$ cat src/rtl/qos_pkg.sv
package qos_pkg;
  localparam int CNT_W = 4;

  typedef struct packed {
    logic grant;
    logic selHigh;
    logic cntInc;
    logic cntClr;
  } schedStrb_t;

  function automatic logic dscpIsHigh(input logic [5:0] cp);
    logic hit;
    hit = 1'b0;
    unique case (cp)
      6'b101110, 6'b001010, 6'b010010, 6'b011010, 6'b100010: hit = 1'b1;
      default: hit = (cp[5:4] == 2'b11) && (cp[2:0] == 3'b000);
    endcase
    return hit;
  endfunction
endpackage

$ cat src/rtl/qos_class.sv
module qos_class #(
  parameter int PORT_W = 4
) (
  input  logic              clk,
  input  logic              rstN,
  input  logic [1:0]        portPriCfg,
  input  logic              dot1pEn,
  input  logic              dsEn,
  input  logic              descValid,
  input  logic [PORT_W-1:0] descPort,
  input  logic              descTagged,
  input  logic [2:0]        descUserPri,
  input  logic              descIpValid,
  input  logic [5:0]        descDscp,
  output logic              prioValid,
  output logic              prioHigh
);
  import qos_pkg::*;

  localparam int LIM_W = PORT_W + 2;

  logic [LIM_W-1:0] portLimit;
  logic portHit, tagHit, dsHit, anyHit;

  always_comb begin
    portLimit = '0;
    portLimit[portPriCfg] = 1'b1;
  end

  assign portHit = (portPriCfg != 2'b00) && ({2'b00, descPort} < portLimit);
  assign tagHit  = dot1pEn && descTagged && descUserPri[2];
  assign dsHit   = dsEn && descIpValid && dscpIsHigh(descDscp);
  assign anyHit  = portHit | tagHit | dsHit;

  always_ff @(posedge clk or negedge rstN) begin
    if (!rstN) begin
      prioValid <= 1'b0;
      prioHigh  <= 1'b0;
    end else begin
      prioValid <= descValid;
      if (descValid) prioHigh <= anyHit;
    end
  end
endmodule

$ cat src/rtl/wrr_ctl.sv
module wrr_ctl (
  input  logic                 grantReq,
  input  logic                 hiNotEmpty,
  input  logic                 loNotEmpty,
  input  logic [1:0]           weightCfg,
  input  logic                 cntAtLimit,
  output qos_pkg::schedStrb_t  strb
);
  import qos_pkg::*;

  logic strictMode, pickHigh;

  assign strictMode = (weightCfg == 2'b11);

  always_comb begin
    if (strictMode) pickHigh = hiNotEmpty;
    else            pickHigh = hiNotEmpty && !(loNotEmpty && cntAtLimit);
  end

  always_comb begin
    strb         = '0;
    strb.grant   = grantReq && (hiNotEmpty || loNotEmpty);
    strb.selHigh = pickHigh;
    if (strb.grant) begin
      if (strictMode || !pickHigh) strb.cntClr = 1'b1;
      else                         strb.cntInc = 1'b1;
    end
  end
endmodule

$ cat src/rtl/wrr_dp.sv
module wrr_dp (
  input  logic                clk,
  input  logic                rstN,
  input  logic [1:0]          weightCfg,
  input  qos_pkg::schedStrb_t strb,
  output logic                cntAtLimit,
  output logic                grantValid,
  output logic                grantSelHigh
);
  import qos_pkg::*;

  logic [CNT_W-1:0] hiRun;
  logic [CNT_W-1:0] runLimit;

  always_comb begin
    runLimit = '0;
    runLimit[weightCfg + 2'd1] = 1'b1;
  end

  assign cntAtLimit = (hiRun >= runLimit);

  always_ff @(posedge clk or negedge rstN) begin
    if (!rstN) begin
      hiRun        <= '0;
      grantValid   <= 1'b0;
      grantSelHigh <= 1'b0;
    end else begin
      grantValid <= strb.grant;
      if (strb.grant) grantSelHigh <= strb.selHigh;
      if (strb.cntClr)                    hiRun <= '0;
      else if (strb.cntInc && !cntAtLimit) hiRun <= hiRun + 1'b1;
    end
  end
endmodule

$ cat src/rtl/qos_wrr_sched.sv
module qos_wrr_sched #(
  parameter int PORT_CNT = 16,
  parameter int PORT_W   = $clog2(PORT_CNT)
) (
  input  logic              clk,
  input  logic              rstN,
  input  logic [1:0]        portPriCfg,
  input  logic              dot1pEn,
  input  logic              dsEn,
  input  logic [1:0]        weightCfg,
  input  logic              descValid,
  input  logic [PORT_W-1:0] descPort,
  input  logic              descTagged,
  input  logic [2:0]        descUserPri,
  input  logic              descIpValid,
  input  logic [5:0]        descDscp,
  output logic              prioValid,
  output logic              prioHigh,
  input  logic              hiNotEmpty,
  input  logic              loNotEmpty,
  input  logic              grantReq,
  output logic              grantValid,
  output logic              grantSelHigh
);
  import qos_pkg::*;

  schedStrb_t strb;
  logic cntAtLimit;

  qos_class #(.PORT_W(PORT_W)) u_class (
    .clk(clk), .rstN(rstN), .portPriCfg(portPriCfg), .dot1pEn(dot1pEn),
    .dsEn(dsEn), .descValid(descValid), .descPort(descPort),
    .descTagged(descTagged), .descUserPri(descUserPri),
    .descIpValid(descIpValid), .descDscp(descDscp),
    .prioValid(prioValid), .prioHigh(prioHigh)
  );

  wrr_ctl u_ctl (
    .grantReq(grantReq), .hiNotEmpty(hiNotEmpty), .loNotEmpty(loNotEmpty),
    .weightCfg(weightCfg), .cntAtLimit(cntAtLimit), .strb(strb)
  );

  wrr_dp u_dp (
    .clk(clk), .rstN(rstN), .weightCfg(weightCfg), .strb(strb),
    .cntAtLimit(cntAtLimit), .grantValid(grantValid),
    .grantSelHigh(grantSelHigh)
  );
endmodule

$ cat config.mk
export PLATFORM = sky130hd
export DESIGN_NAME = qos_wrr_sched
export DESIGN_NICKNAME = d
export VERILOG_FILES = /design/src/rtl/qos_pkg.sv /design/src/rtl/qos_class.sv /design/src/rtl/wrr_ctl.sv /design/src/rtl/wrr_dp.sv /design/src/rtl/qos_wrr_sched.sv
export SDC_FILE = /design/constraint.sdc
export NUM_CORES = 1
export LEC_CHECK = 0
export BUFFER_PORTS_ARGS = -buffer_cell sky130_fd_sc_hd__buf_4
export CORE_MARGIN = 10
export CORE_UTILIZATION = 47
export CTS_CLUSTER_SIZE = 25
export DETAILED_ROUTE_END_ITERATION = 12
export PLACE_DENSITY = 0.83
export SLEW_MARGIN = 25
export SYNTH_ARGS = -nofsm -noshare
export SYNTH_HDL_FRONTEND = slang
export SYNTH_SLANG_ARGS = --single-unit
$ cat constraint.sdc
create_clock -name clk -period 2.8 [get_ports clk]
set_input_delay 0.14 -clock clk [delete_from_list [all_inputs] [get_ports clk]]
set_output_delay 0.14 -clock clk [all_outputs]
set_load 0.005 [all_outputs]
After elaboration in Yosys (flattened, before gate mapping)
Index checks and enable logic that the tools add are counted.
Widths: inputs -> output; s select.
{ "totals": {"register_bits": 8, "latch_bits": 0, "ram_bits": 0, "rom_bits": 0, "inputBits": 27, "output_inout_bits": 4, "elab_cells": 54, "mem_count": 0} }
{ "op_classes": {"add_sub_neg": 2, "mul": 0, "div_mod_pow": 0, "magnitude_cmp": 6, "n_eq_ne": 7, "shifts": 0, "muxes": 11, "n_bitwise": 2, "reduce_logical": 21} }
{ "op_table": {"columns": ["operator", "n"], "rows": [
  ["$eq 6x5->1 const B", 2],
  ["$eq 6x6->1 const B", 2],
  ["$logic_and 1x1->1", 12],
  ["$mux 4", 2],
  ["$eq 6x4->1 const B", 1],
  ["$mux 1", 6],
  ["$reduce_or 5->1", 1],
  ["$add 4x1->4 const B", 1],
  ["$demux 1 s2", 2],
  ["$eq 2x2->1 const B", 2],
  ["$ge 2x1->1 const B", 2],
  ["$ge 4x4->1", 1],
  ["$lt 2x4->1 const B", 1],
  ["$lt 4x4->1", 1],
  ["$reduce_bool 2->1", 2],
  ["$logic_not 1->1", 3],
  ["$logic_not 3->1", 1],
  ["$lt 2x3->1 const B", 1],
  ["$add 2x1->2 const B", 1],
  ["$logic_or 1x1->1", 2],
  ["$mux 2", 1],
  ["$or 1x1->1", 2]
]} }

Depth between registers and ports, before layout
{ "depth": {"ltp_word": 17, "depth_mapped": 6, "mapped_depth_nobuf": 6} }

By module
Synthesis repeated with hierarchy kept, for this count alone.
{ "unflattened": {"cells_unflattened": 69, "hier_area_um2": 663.1} }
{ "by_module_without_submodules": {"columns": ["module", "n_inst", "cells_per_inst", "area_each_um2", "seq_area_each_um2"], "rows": [
  ["wrr_dp", 1, 34, 371.6, 150.1],
  ["qos_class", 1, 25, 222.7, 50.0],
  ["wrr_ctl", 1, 10, 68.8, 0.0]
]} }

Worst setup path before layout
Ideal clock, no wire load.
{ "synth_path": {"path_kind": "reg2reg", "start": "register u_dp.hiRun[0]", "end": "register u_dp.hiRun[3]", "setup_time_ps": 77, "arrival_ps": 1592, "required_time_ps": 2723, "slack_ps": 1131, "stages_incl_launch_ff": 7, "path_buffers": 0, "synth_period_minus_slack_ps": 1669, "path_cell_list": "dfrtp_1 inv_1 ha_1 nor3b_4 o211ai_4 or3_1 a21oi_1"} }
{ "synth_via": {"elab_chain_len": 11, "word_cells_on_any_way": 16, "classes_between": "add/sub: 1; order compare: 1; mux: 6; reduce/logical: 8"} }
{ "synth_lines": {"columns": ["element", "line", "rtl"], "rows": [
  ["start, declared", "wrr_dp.sv:12", "logic [CNT_W-1:0] hiRun;"],
  ["start signal, assigned", "wrr_dp.sv:31", "else if (strb.cntInc && !cntAtLimit) hiRun <= hiRun + 1'b1;"],
  ["$ge 4x4->1", "wrr_dp.sv:20", "assign cntAtLimit = (hiRun >= runLimit);"],
  ["$logic_and 1x1->1", "wrr_ctl.sv:17", "else pickHigh = hiNotEmpty && !(loNotEmpty && cntAtLimit);"],
  ["$logic_not 1->1", "wrr_ctl.sv:17", null],
  ["$logic_and 1x1->1", "wrr_ctl.sv:17", null],
  ["$mux 1", "wrr_ctl.sv:16", "if (strictMode) pickHigh = hiNotEmpty;"],
  ["$logic_not 1->1", "wrr_ctl.sv:25", "if (strictMode || !pickHigh) strb.cntClr = 1'b1;"],
  ["$logic_or 1x1->1", "wrr_ctl.sv:25", null],
  ["$mux 1", "wrr_ctl.sv:25", null],
  ["$mux 2", "wrr_ctl.sv:24", "if (strb.grant) begin"],
  ["$logic_and 1x1->1", "wrr_dp.sv:31", null],
  ["$reduce_bool 2->1 (no source line)", null, null]
]} }
Several ways; a longest one is shown, not always the timed one. The select of a mux whose other input is x is not followed.
A chain may end at the register's enable or synchronous reset.

Final worst setup path
Same ends and word-level chain as after synthesis.

==> impl_metrics.ini <==
[synthesis]
netlist_area_um2 = 622
syn_area_per_cell_um2 = 9.72
mappedNetlistNets = 99
dominantRegCellSynth = dfrtp_1
synth-async-reset-ratio = 1.00
number_of_enable_type_register_cells_in_the_synthesized_netlist = 0
post_synth_num_cell_types = 27
yosys_register_bits = 8
ys_seq_area_frac = 0.322
netlist_instances = 64
ys_warn_count = 0

[setup_path]
crit_buf_inv = 1
required_ps = 2970
worstPathCellList = inv_1 -> ha_1 -> nor3b_4 -> o211ai_4 -> or3_1 -> a21oi_1
worst-endpoint-arrival_ps = 1960
path_delay_family = simple AND/OR/NAND/NOR gates
critPathLaunchType = register
critical_path.max_fanout = 6
crit_type = register to register
critical-path-slowest-cell = dfrtp_1
max_stage_delay_ps = 370
critPathCaptureType = register

[floorplanning]
chipWidth_um = 56.4
initial_utilization = 0.490
num_rows = 13
coreArea_um2 = 1270
die-area_um2 = 3180
top_level_ports = 31
die-height_um = 56.4

[clock_network]
post_cts.repair.setup_buffers = 0
root_buffer = clkbuf_4
cts_htree_levels = 1
tritoncts_buffer_count = 3
clock_sinks = 8
clkSlewWorstSetupHoldPaths_ps = 50
clk_latency_ps = 250
max-clock-path-buffers = 2
cts_tree = done

[finish]
nets = 132
areaGrowthSynthToFinish_pct = 40.8
final_util = 0.690
fraction_of_final_layout_cells_sized_beyond_drive_strength_1 = 0.379
most-common-layout-cells = buf_4 (27), ha_1 (8), dfrtp_1 (8)
antenna_cells_inserted = 0
final_common_cell = buf_4
final_area_um2 = 876
final_cells = 110

[global_routing]
met2_usage = 0.166
global_route.usage.total = 0.0936
grt_start_max_net_pins = 9
global_route_wire_length_before_repair_mm = 2.54
grt_remaining_overflow = 0
first_global_vias = 617
antenna_found_initial = 0
grt.met3_usage = 0.0607
grt_use_met1 = 0.0951
global_route.peak_usage_layer = met2

[place]
dpl-instance-area_um2 = 843
placer_congestion = 0.767
dp_hpwl_mm = 1.34
buffer_ports.inserted = 27
place_inst = 106

[detailed_routing]
initialDrtViolationCount = 7
final_antenna_net_count = 0
routed_via_count_divided_by_cell_count = 5.46
drc = 0
routed-via-count = 601
post_drt_wl_per_cell_um = 14.0
wirelength_mm = 1.54
first_pass_iters = 4

[timing]
maxClockFrequency_mhz = 559
timing_worst_slew_pin_value_ps = 269
final-setup-viol-count = 0
final_critical_delay_including_setup_and_external_delays_ps = 1790
finalHoldViolCount = 0
finalMaxSlewViolations = 0
totalNegativeSetupSlack_ps = 0
post-route-period-util = 0.639
rsz_0062_raised_after_global_routing = false
worst_clock_skew_ps = 3.77
worst_slew_margin_rel = 0.820

[run]
maxCapViolCount = 0

[pwr]
p_sw_frac = 0.338
internal-power_uw = 281
share_of_power_burned_in_the_clock_network = 0.206
vdd.ir_drop.worst_uv = 307
combinationalPowerShare = 0.435
netSwitchingPower_uw = 144
power_leakage_nw = 0.413
total_power_divided_by_cell_area_nw_per_um2 = 485
p_seq_frac = 0.360

[min_path]
hold_path_class = primary input to register

[status]
outcome = complete, no violations
==> cell usage after synthesis, drive strengths merged (2+ instances only) <==
cell | instances | share of area
nor2 | 7 | 0.042
or3 | 2 | 0.020
dfrtp | 8 | 0.32
o21ai | 4 | 0.032
o21a | 3 | 0.036
inv | 2 | 0.012
a21oi | 5 | 0.046
nand2 | 2 | 0.012
o211ai | 4 | 0.078
nand2b | 5 | 0.050
ha | 8 | 0.16
o32ai | 2 | 0.028
nand3 | 2 | 0.016
==> power groups by stage <==
stage	Combinational, mW	Clock (mW)	Sequential (mW)
floorplan	0.117	0	0.153
global placement	0.175	0	0.154
detailed placement	0.183	0	0.155
CTS	0.186	0.0894	0.153
global route	0.205	0.0970	0.156
finish	0.185	0.0873	0.153
==> sequential cells by signal, indices dropped and copies added, names as in the netlist <==
| name | count |
|---|---|
| u_dp.grantValid | 1 |
| u_dp.hiRun | 4 |
| u_class.prioValid | 1 |
| u_dp.grantSelHigh | 1 |
| u_class.prioHigh | 1 |
==> through the flow <==
| step | hold slack [ps] | setup WS, ps | total power [mW] |
|---|---|---|---|
| 3_3_place_gp | -39.6 | 1010 | 0.330 |
| 5_1_grt | 19.4 | 904 | 0.458 |
| 6_report | 26.2 | 1010 | 0.425 |
| 2_1_floorplan | -156 | 1130 | 0.270 |
| 4_1_cts | 20.3 | 1010 | 0.429 |
| 3_5_place_dp | -36.9 | 990 | 0.338 |
==> logic make-up (layout without fill, tap and decap cells) <==
logic type / count (synthesis) / after routing / share of synthesized area
simple gates: 22 / 22 / 0.201
compound gates: 21 / 21 / 0.260
fa+ha+maj: 8 / 8 / 0.161
flops: 8 / 8 / 0.322
xor+xnor: 2 / 2 / 0.0282
buf+inv: 2 / 33 / 0.0121
mux: 1 / 1 / 0.0161
==> worst register-to-register path: stages (launching register included) <==
cell and delay (ps):
dfrtp_1 370, inv_1 80, ha_1 330, nor3b_4 280, o211ai_4 150, or3_1 360, a21oi_1 150
==> per-layer routing <==
layer  wire, um  share of wire
met4          0              0
met3        138          0.090
met1        600           0.39
met2        798           0.52
met5          0              0
==> timing repair <==
item / in CTS / in global routing
hold buffers: 1 / 0
gates resized for setup: 0 / 0
hold endpoints to repair: 8 / 0
==> final timing paths <==
check | start | endpoint | slack, ps | cells after the start
setup / recovery | u_dp.hiRun[0] | u_dp.hiRun[3] | 1010 | 6
hold / removal | descValid | u_class.prioValid | 30 | 1
setup reg to reg | u_dp.hiRun[0] | u_dp.hiRun[3] | 1010 | 6
hold reg to reg | u_dp.hiRun[3] | u_dp.hiRun[3] | 570 | 2
max in group asynchronous | rstN | u_dp.grantValid | 2430 | 2
min in group asynchronous | rstN | u_dp.grantSelHigh | 240 | 2
==> cell type report <==
| type | count | area, um2 |
|---|---|---|
| multi-input cells | 54 | 414 |
| fillers | 108 | 393 |
| repair buffers | 28 | 213 |
| flip-flops and latches | 8 | 200 |
| clock buffers | 3 | 22.5 |
| well taps | 15 | 18.8 |
| inverters | 2 | 7.51 |
Power figures use the tool's default switching activity.
